===== src/rtl/scanline_pkg.sv =====
package scanline_pkg;
  // Register offsets inside the 64-byte decode window
  localparam int unsigned SEL_W = 6;
  localparam logic [SEL_W-1:0] OFS_TGT_HI = 6'h11;
  localparam logic [SEL_W-1:0] OFS_TGT_LO = 6'h12;
  localparam logic [SEL_W-1:0] OFS_STAT   = 6'h19;
  localparam logic [SEL_W-1:0] OFS_ENA    = 6'h1A;

  // Status bit positions
  localparam int unsigned STAT_LINE_BIT = 0;
  localparam int unsigned STAT_ANY_BIT  = 7;

  typedef struct packed {
    logic             wr;
    logic [SEL_W-1:0] sel;
    logic [7:0]       data;
  } reg_wr_t;
endpackage


===== src/rtl/scanline_clk_ctr.sv =====
module scanline_clk_ctr #(
  parameter int unsigned CLKS_PER_LINE = 63
) (
  input  logic clk,
  input  logic rst_n,
  output logic wrap_o
);
  localparam int unsigned CW = $clog2(CLKS_PER_LINE);
  localparam logic [CW-1:0] LAST = CW'(CLKS_PER_LINE - 1);

  logic [CW-1:0] cnt_q;
  logic [CW-1:0] cnt_d;

  always_comb begin
    wrap_o = (cnt_q == LAST);
    cnt_d  = wrap_o ? '0 : cnt_q + 1'b1;
  end

  always_ff @(posedge clk or negedge rst_n) begin
    if (!rst_n) cnt_q <= '0;
    else        cnt_q <= cnt_d;
  end

  assert_cnt_range_R1: assert property (@(posedge clk) disable iff (!rst_n)
    cnt_q <= LAST);
  assert_cnt_step_R1: assert property (@(posedge clk) disable iff (!rst_n)
    (cnt_q != LAST) |=> (cnt_q == $past(cnt_q) + 1'b1));
  assert_cnt_restart_R1: assert property (@(posedge clk) disable iff (!rst_n)
    wrap_o |=> (cnt_q == '0));
endmodule


===== src/rtl/scanline_line_ctr.sv =====
module scanline_line_ctr #(
  parameter int unsigned LINES_PER_FRAME = 312,
  parameter int unsigned RESET_LINE      = 1,
  parameter int unsigned LW              = 9
) (
  input  logic          clk,
  input  logic          rst_n,
  input  logic          step_i,
  output logic [LW-1:0] line_o,
  output logic [LW-1:0] line_nxt_o
);
  localparam logic [LW-1:0] LAST  = LW'(LINES_PER_FRAME - 1);
  localparam logic [LW-1:0] START = LW'(RESET_LINE);

  logic [LW-1:0] line_q;
  logic [LW-1:0] line_d;

  always_comb begin
    line_nxt_o = (line_q == LAST) ? '0 : line_q + 1'b1;
    line_d     = line_q;
    if (step_i) line_d = line_nxt_o;
  end

  always_ff @(posedge clk or negedge rst_n) begin
    if (!rst_n) line_q <= START;
    else        line_q <= line_d;
  end

  assign line_o = line_q;

  assert_line_hold_R1: assert property (@(posedge clk) disable iff (!rst_n)
    !step_i |=> $stable(line_q));
  assert_line_range_R2: assert property (@(posedge clk) disable iff (!rst_n)
    line_q <= LAST);
  assert_line_wrap_R2: assert property (@(posedge clk) disable iff (!rst_n)
    (step_i && line_q == LAST) |=> (line_q == '0));
endmodule


===== src/rtl/scanline_regs.sv =====
module scanline_regs
  import scanline_pkg::*;
#(
  parameter int unsigned LW = 9
) (
  input  logic          clk,
  input  logic          rst_n,
  input  reg_wr_t       wr_i,
  input  logic [SEL_W-1:0] rd_sel_i,
  output logic [7:0]    rdata_o,
  input  logic          step_i,
  input  logic [LW-1:0] line_nxt_i,
  output logic          irq_o
);
  localparam int unsigned HI_W = LW - 8;

  logic [LW-1:0] tgt_q, tgt_d;
  logic          evt_q, evt_d;
  logic          any_q, any_d;
  logic          ena_q, ena_d;
  logic          pend_q, pend_d;

  logic wr_hi, wr_lo, wr_stat, wr_ena;
  logic clr_evt, clr_any, hit;

  // next-state
  always_comb begin
    wr_hi   = wr_i.wr && (wr_i.sel == OFS_TGT_HI);
    wr_lo   = wr_i.wr && (wr_i.sel == OFS_TGT_LO);
    wr_stat = wr_i.wr && (wr_i.sel == OFS_STAT);
    wr_ena  = wr_i.wr && (wr_i.sel == OFS_ENA);
    clr_evt = wr_stat && wr_i.data[STAT_LINE_BIT];
    clr_any = wr_stat && wr_i.data[STAT_ANY_BIT];
    hit     = step_i && (line_nxt_i == tgt_q);

    tgt_d = tgt_q;
    if (wr_hi) tgt_d[LW-1 -: HI_W] = wr_i.data[7 -: HI_W];
    if (wr_lo) tgt_d[7:0]          = wr_i.data;

    ena_d = wr_ena ? wr_i.data[0] : ena_q;

    if (step_i) evt_d = hit;
    else        evt_d = evt_q && !clr_evt;

    any_d  = hit || (any_q && !clr_any);
    pend_d = (hit && ena_q) || (pend_q && !clr_any);
  end

  // registers
  always_ff @(posedge clk or negedge rst_n) begin
    if (!rst_n) begin
      tgt_q  <= '0;
      evt_q  <= 1'b0;
      any_q  <= 1'b0;
      ena_q  <= 1'b0;
      pend_q <= 1'b0;
    end else begin
      tgt_q  <= tgt_d;
      evt_q  <= evt_d;
      any_q  <= any_d;
      ena_q  <= ena_d;
      pend_q <= pend_d;
    end
  end

  assign irq_o = pend_q && ena_q;

  // read path
  always_comb begin
    rdata_o = '0;
    case (rd_sel_i)
      OFS_TGT_HI: rdata_o[7 -: HI_W] = tgt_q[LW-1 -: HI_W];
      OFS_TGT_LO: rdata_o = tgt_q[7:0];
      OFS_STAT: begin
        rdata_o[STAT_LINE_BIT] = evt_q;
        rdata_o[STAT_ANY_BIT]  = any_q;
      end
      OFS_ENA:    rdata_o[0] = ena_q;
      default:    rdata_o = '0;
    endcase
  end

  assert_evt_with_any_R5: assert property (@(posedge clk) disable iff (!rst_n)
    $rose(evt_q) |-> any_q);
  assert_evt_on_step_R5: assert property (@(posedge clk) disable iff (!rst_n)
    $rose(evt_q) |-> $past(step_i));
  assert_irq_gated_R6: assert property (@(posedge clk) disable iff (!rst_n)
    irq_o |-> ena_q);
  assert_irq_hold_R9: assert property (@(posedge clk) disable iff (!rst_n)
    (irq_o && !wr_i.wr) |=> irq_o);
endmodule


===== src/rtl/scanline_irq_core.sv =====
module scanline_irq_core
  import scanline_pkg::*;
#(
  parameter int unsigned CLKS_PER_LINE   = 63,
  parameter int unsigned LINES_PER_FRAME = 312,
  parameter int unsigned RESET_LINE      = 1,
  parameter int unsigned LINE_W          = 9,
  parameter int unsigned ADDR_W          = 10
) (
  input  logic              clk,
  input  logic              rst_n,
  input  logic              bus_wr,
  input  logic [ADDR_W-1:0] bus_addr,
  input  logic [7:0]        bus_wdata,
  output logic [7:0]        bus_rdata,
  output logic [LINE_W-1:0] line_o,
  output logic              vsync_o,
  output logic              irq_o
);
  logic              line_step;
  logic [LINE_W-1:0] line_nxt;
  reg_wr_t           wr_req;
  logic              unused_addr_hi;

  assign wr_req.wr   = bus_wr;
  assign wr_req.sel  = bus_addr[SEL_W-1:0];
  assign wr_req.data = bus_wdata;
  assign unused_addr_hi = ^bus_addr[ADDR_W-1:SEL_W];

  scanline_clk_ctr #(.CLKS_PER_LINE(CLKS_PER_LINE)) u_clk_ctr (
    .clk    (clk),
    .rst_n  (rst_n),
    .wrap_o (line_step)
  );

  scanline_line_ctr #(
    .LINES_PER_FRAME (LINES_PER_FRAME),
    .RESET_LINE      (RESET_LINE),
    .LW              (LINE_W)
  ) u_line_ctr (
    .clk        (clk),
    .rst_n      (rst_n),
    .step_i     (line_step),
    .line_o     (line_o),
    .line_nxt_o (line_nxt)
  );

  scanline_regs #(.LW(LINE_W)) u_regs (
    .clk        (clk),
    .rst_n      (rst_n),
    .wr_i       (wr_req),
    .rd_sel_i   (bus_addr[SEL_W-1:0]),
    .rdata_o    (bus_rdata),
    .step_i     (line_step),
    .line_nxt_i (line_nxt),
    .irq_o      (irq_o)
  );

  assign vsync_o = (line_o == '0);

  assert_vsync_ends_R3: assert property (@(posedge clk) disable iff (!rst_n)
    $fell(vsync_o) |-> (line_o == LINE_W'(1)));
endmodule


===== config.mk =====
export PLATFORM = sky130hd
export DESIGN_NAME = scanline_irq_core
export DESIGN_NICKNAME = d
export VERILOG_FILES = /design/src/rtl/scanline_pkg.sv /design/src/rtl/scanline_clk_ctr.sv /design/src/rtl/scanline_line_ctr.sv /design/src/rtl/scanline_regs.sv /design/src/rtl/scanline_irq_core.sv
export SDC_FILE = /design/constraint.sdc
export NUM_CORES = 1
export LEC_CHECK = 0
export CAP_MARGIN = 20
export CORE_UTILIZATION = 53
export CTS_CLUSTER_SIZE = 24
export DETAILED_ROUTE_END_ITERATION = 8
export PLACE_DENSITY = 0.81
export SLEW_MARGIN = 20
export SYNTH_ARGS = -nofsm -noshare
export SYNTH_HDL_FRONTEND = slang
export SYNTH_SLANG_ARGS = --single-unit

===== constraint.sdc =====
create_clock -name clk -period 3.35 [get_ports clk]
set_clock_uncertainty 0.1 [all_clocks]
set_input_delay 0.5025 -clock clk [delete_from_list [all_inputs] [get_ports clk]]
set_output_delay 0.5025 -clock clk [all_outputs]
set_load 0.05 [all_outputs]

==> results.cfg <==
[clock_tree]
ctsHoldBuffers = 0
clock-sinks = 28
root_buffer = clkbuf_4
cts_tree = yes
post_cts_resized = 0
cts_setup_buffers = 0
path_clk_slew_ns = 0.16
numCtsBuffers = 3
htreeDepth = 1
worst_skew_pair.late_latency_ns = 0.33
clockBufferDepth = 2

[sta]
setup_viol = 0
max_slew.worst_pin.slew_ns = 0.4998
fmax_mhz = 341.3
hold_viol_final = 0
slew_violations = 0
fin_crit_ns = 2.930
slew_headroom_pct = 66.60
rsz0062_at_grt = false
finalSetupTns_ns = 0
whs_ns = 0.3903
final.period_utilization_pct = 87.47

[die]
io_pins = 40
core_area_um2 = 3053
initial_core_util_pct = 56.19
die_w_um = 58.89
rows = 20
die_height_um = 58.89
die-area_um2 = 3468

[layout]
area_delta_synth_final_pct = 23.19
layout-drive-gt1-share_pct = 8.333
fill_cells = 256
nets = 242
antenna_cells = 0
multi_input_area_um2 = 963.4
seqCellArea_um2 = 701.9

[routing]
drc = 0
route.vias.total = 1482
first_iter_violations = 80
first_pass_iters = 5
antenna_left = 0
wirelength_um = 3875
wl_per_cell_um = 14.90
viasPerCell = 5.700

[global_routing]
grt_use_total_pct = 24.89
grt_overflow = 0
grt_pass1_vias = 1492
antenna_found_initial = 0
grt_pass1_wl_um = 6582
grt_max_degree = 29

[worst_setup_path]
crit_family = buffers and inverters
worst_setup_path_start_kind = primary input
cp_max_fo = 5
critPathMostFrequentCell = clkdlybuf4s50_1
required_ns = 2.75
arrival_ns = 2.33
endpoint_kind = output port
path_buf_inv = 2
critPathKind = in -> out
critical-path-slowest-cell = clkdlybuf4s50_1
crit_chain = clkdlybuf4s50_1, mux2_2, a22oi_1, nor2_1, clkdlybuf4s50_1
max_stage_delay_ns = 0.70

[synth]
ys_seq_area_share_pct = 40.92
yosys.cell_count.top_type = dfrtp_1
synth_warnings = 0
syn_nets = 204
yosysTopAreaCell = dfrtp_1
postSynthCellCount = 179
synthDominantCellAreaShare_pct = 39.39
synth_edf_count = 0
synth-seq-cells = 28
synth_area_leaders = dfrtp_1 (39%), mux2_1 (5.9%), nand2_1 (4.4%)
synth.avg_cell_area_um2 = 9.583
ys_types = 47
async_flop_share_pct = 100.0
synth_common_cells = dfrtp_1 (27), nand2_1 (20), nand3_1 (13)
synth_ff_type = dfrtp_1
syn_area_um2 = 1715

[hold_path]
hold_class = reg -> reg

[status]
outcome = complete, no violations

[placed_design]
place_congestion = 0.8630
hpwlAfterDp_um = 2962
portBuffers = 35

[power_and_ir_drop]
p_total_uw = 610.4
peakVddDrop_uv = 225.0
leakagePower_nw = 0.9151
power_density_nw_per_um2 = 288.8

[flow_run]
cap_viol_max_count = 0
## tightest hold or removal path, cell delays in order, from the launching register on
cell and delay [ns]:
dfrtp_1 0.38, nand2_1 0.05, nand2_1 0.05
## cell usage in the layout, fill, tap and decap left out, types with 5 or more instances in the layout
cell	n
and2_1	11
and3_1	8
buf_4	9
dfrtp_1	27
a21oi_1	5
nand2_1	20
clkdlybuf4s50_1	28
xor2_1	6
xnor2_1	7
mux2_1	9
nor2_1	11
nand3_1	13
inv_1	5
## worst paths after layout
path,startpoint,end,slack [ns],depth (start not counted)
worst max register to register,u_line_ctr.line_o[0]$_DFFE_PN1P_,u_regs.pend_q$_DFF_PN0_,0.90,7
min in group asynchronous,rst_n,u_line_ctr.line_o[7]$_DFFE_PN0P_,0.43,2
worst min-delay path,u_regs.any_q$_DFF_PN0_,u_regs.any_q$_DFF_PN0_,0.39,2
max in group asynchronous,rst_n,u_line_ctr.line_o[0]$_DFFE_PN1P_,2.40,2
worst max-delay path,bus_addr[3],bus_rdata[7],0.42,5
worst min register to register,u_regs.any_q$_DFF_PN0_,u_regs.any_q$_DFF_PN0_,0.39,2
## registers in the layout, summed over array words and instances (netlist names)
| name | flops |
|---|---|
| u_clk_ctr.cnt_q | 6 |
| u_line_ctr.line_o | 9 |
| u_regs.pend_q | 1 |
| u_regs.tgt_q | 9 |
| u_regs.evt_q | 1 |
| u_regs.ena_q | 1 |
| u_regs.any_q | 1 |
## where the power goes
group          internal [mW]  total (mW)  switching, mW
Clock                 0.0466       0.144         0.0976
Sequential             0.357       0.381         0.0241
Combinational         0.0487      0.0850         0.0363
Total                  0.452       0.610          0.158
## layer usage
layer | part of all wire [%] | vias to the layer above | GRT usage, %
li1 | - | 732 | -
met1 | 45 | 700 | 32.91
met2 | 50 | 46 | 43.83
met3 | 4.6 | 4 | 1.978
met4 | 0.72 | 0 | 6.803
met5 | 0 | - | 0
## stage by stage
stage	setup WS (ns)	instance area (µm²)	instances	util (%)
finish	0.4197	2113	260	69.22
detailed placement	0.4147	2087	256	68.36
global placement	0.4578	2087	256	68.36
global route	0.3295	2113	260	69.22
floorplan	0.9544	1715	179	-
CTS	0.4177	2113	260	69.22
## cell families (layout without fill, tap and decap cells)
| group | count (synthesis) | after routing | share of synthesized area [%] |
|---|---|---|---|
| buf+inv | 9 | 46 | 2.917 |
| xor+xnor | 13 | 13 | 6.638 |
| mux | 12 | 12 | 7.805 |
| fa+ha+maj | 4 | 4 | 2.918 |
| compound gates | 33 | 33 | 13.79 |
| simple gates | 80 | 80 | 25.02 |
| flops | 28 | 28 | 40.92 |
## layout make-up
cell class	count	share of cell area, %
Timing Repair Buffer	37	16.46
Tap cell	44	2.605
Multi-Input combinational cell	142	45.59
Inverter	5	0.8881
Clock buffer	4	1.243
Sequential cell	28	33.21
Power figures use the tool's default switching activity.
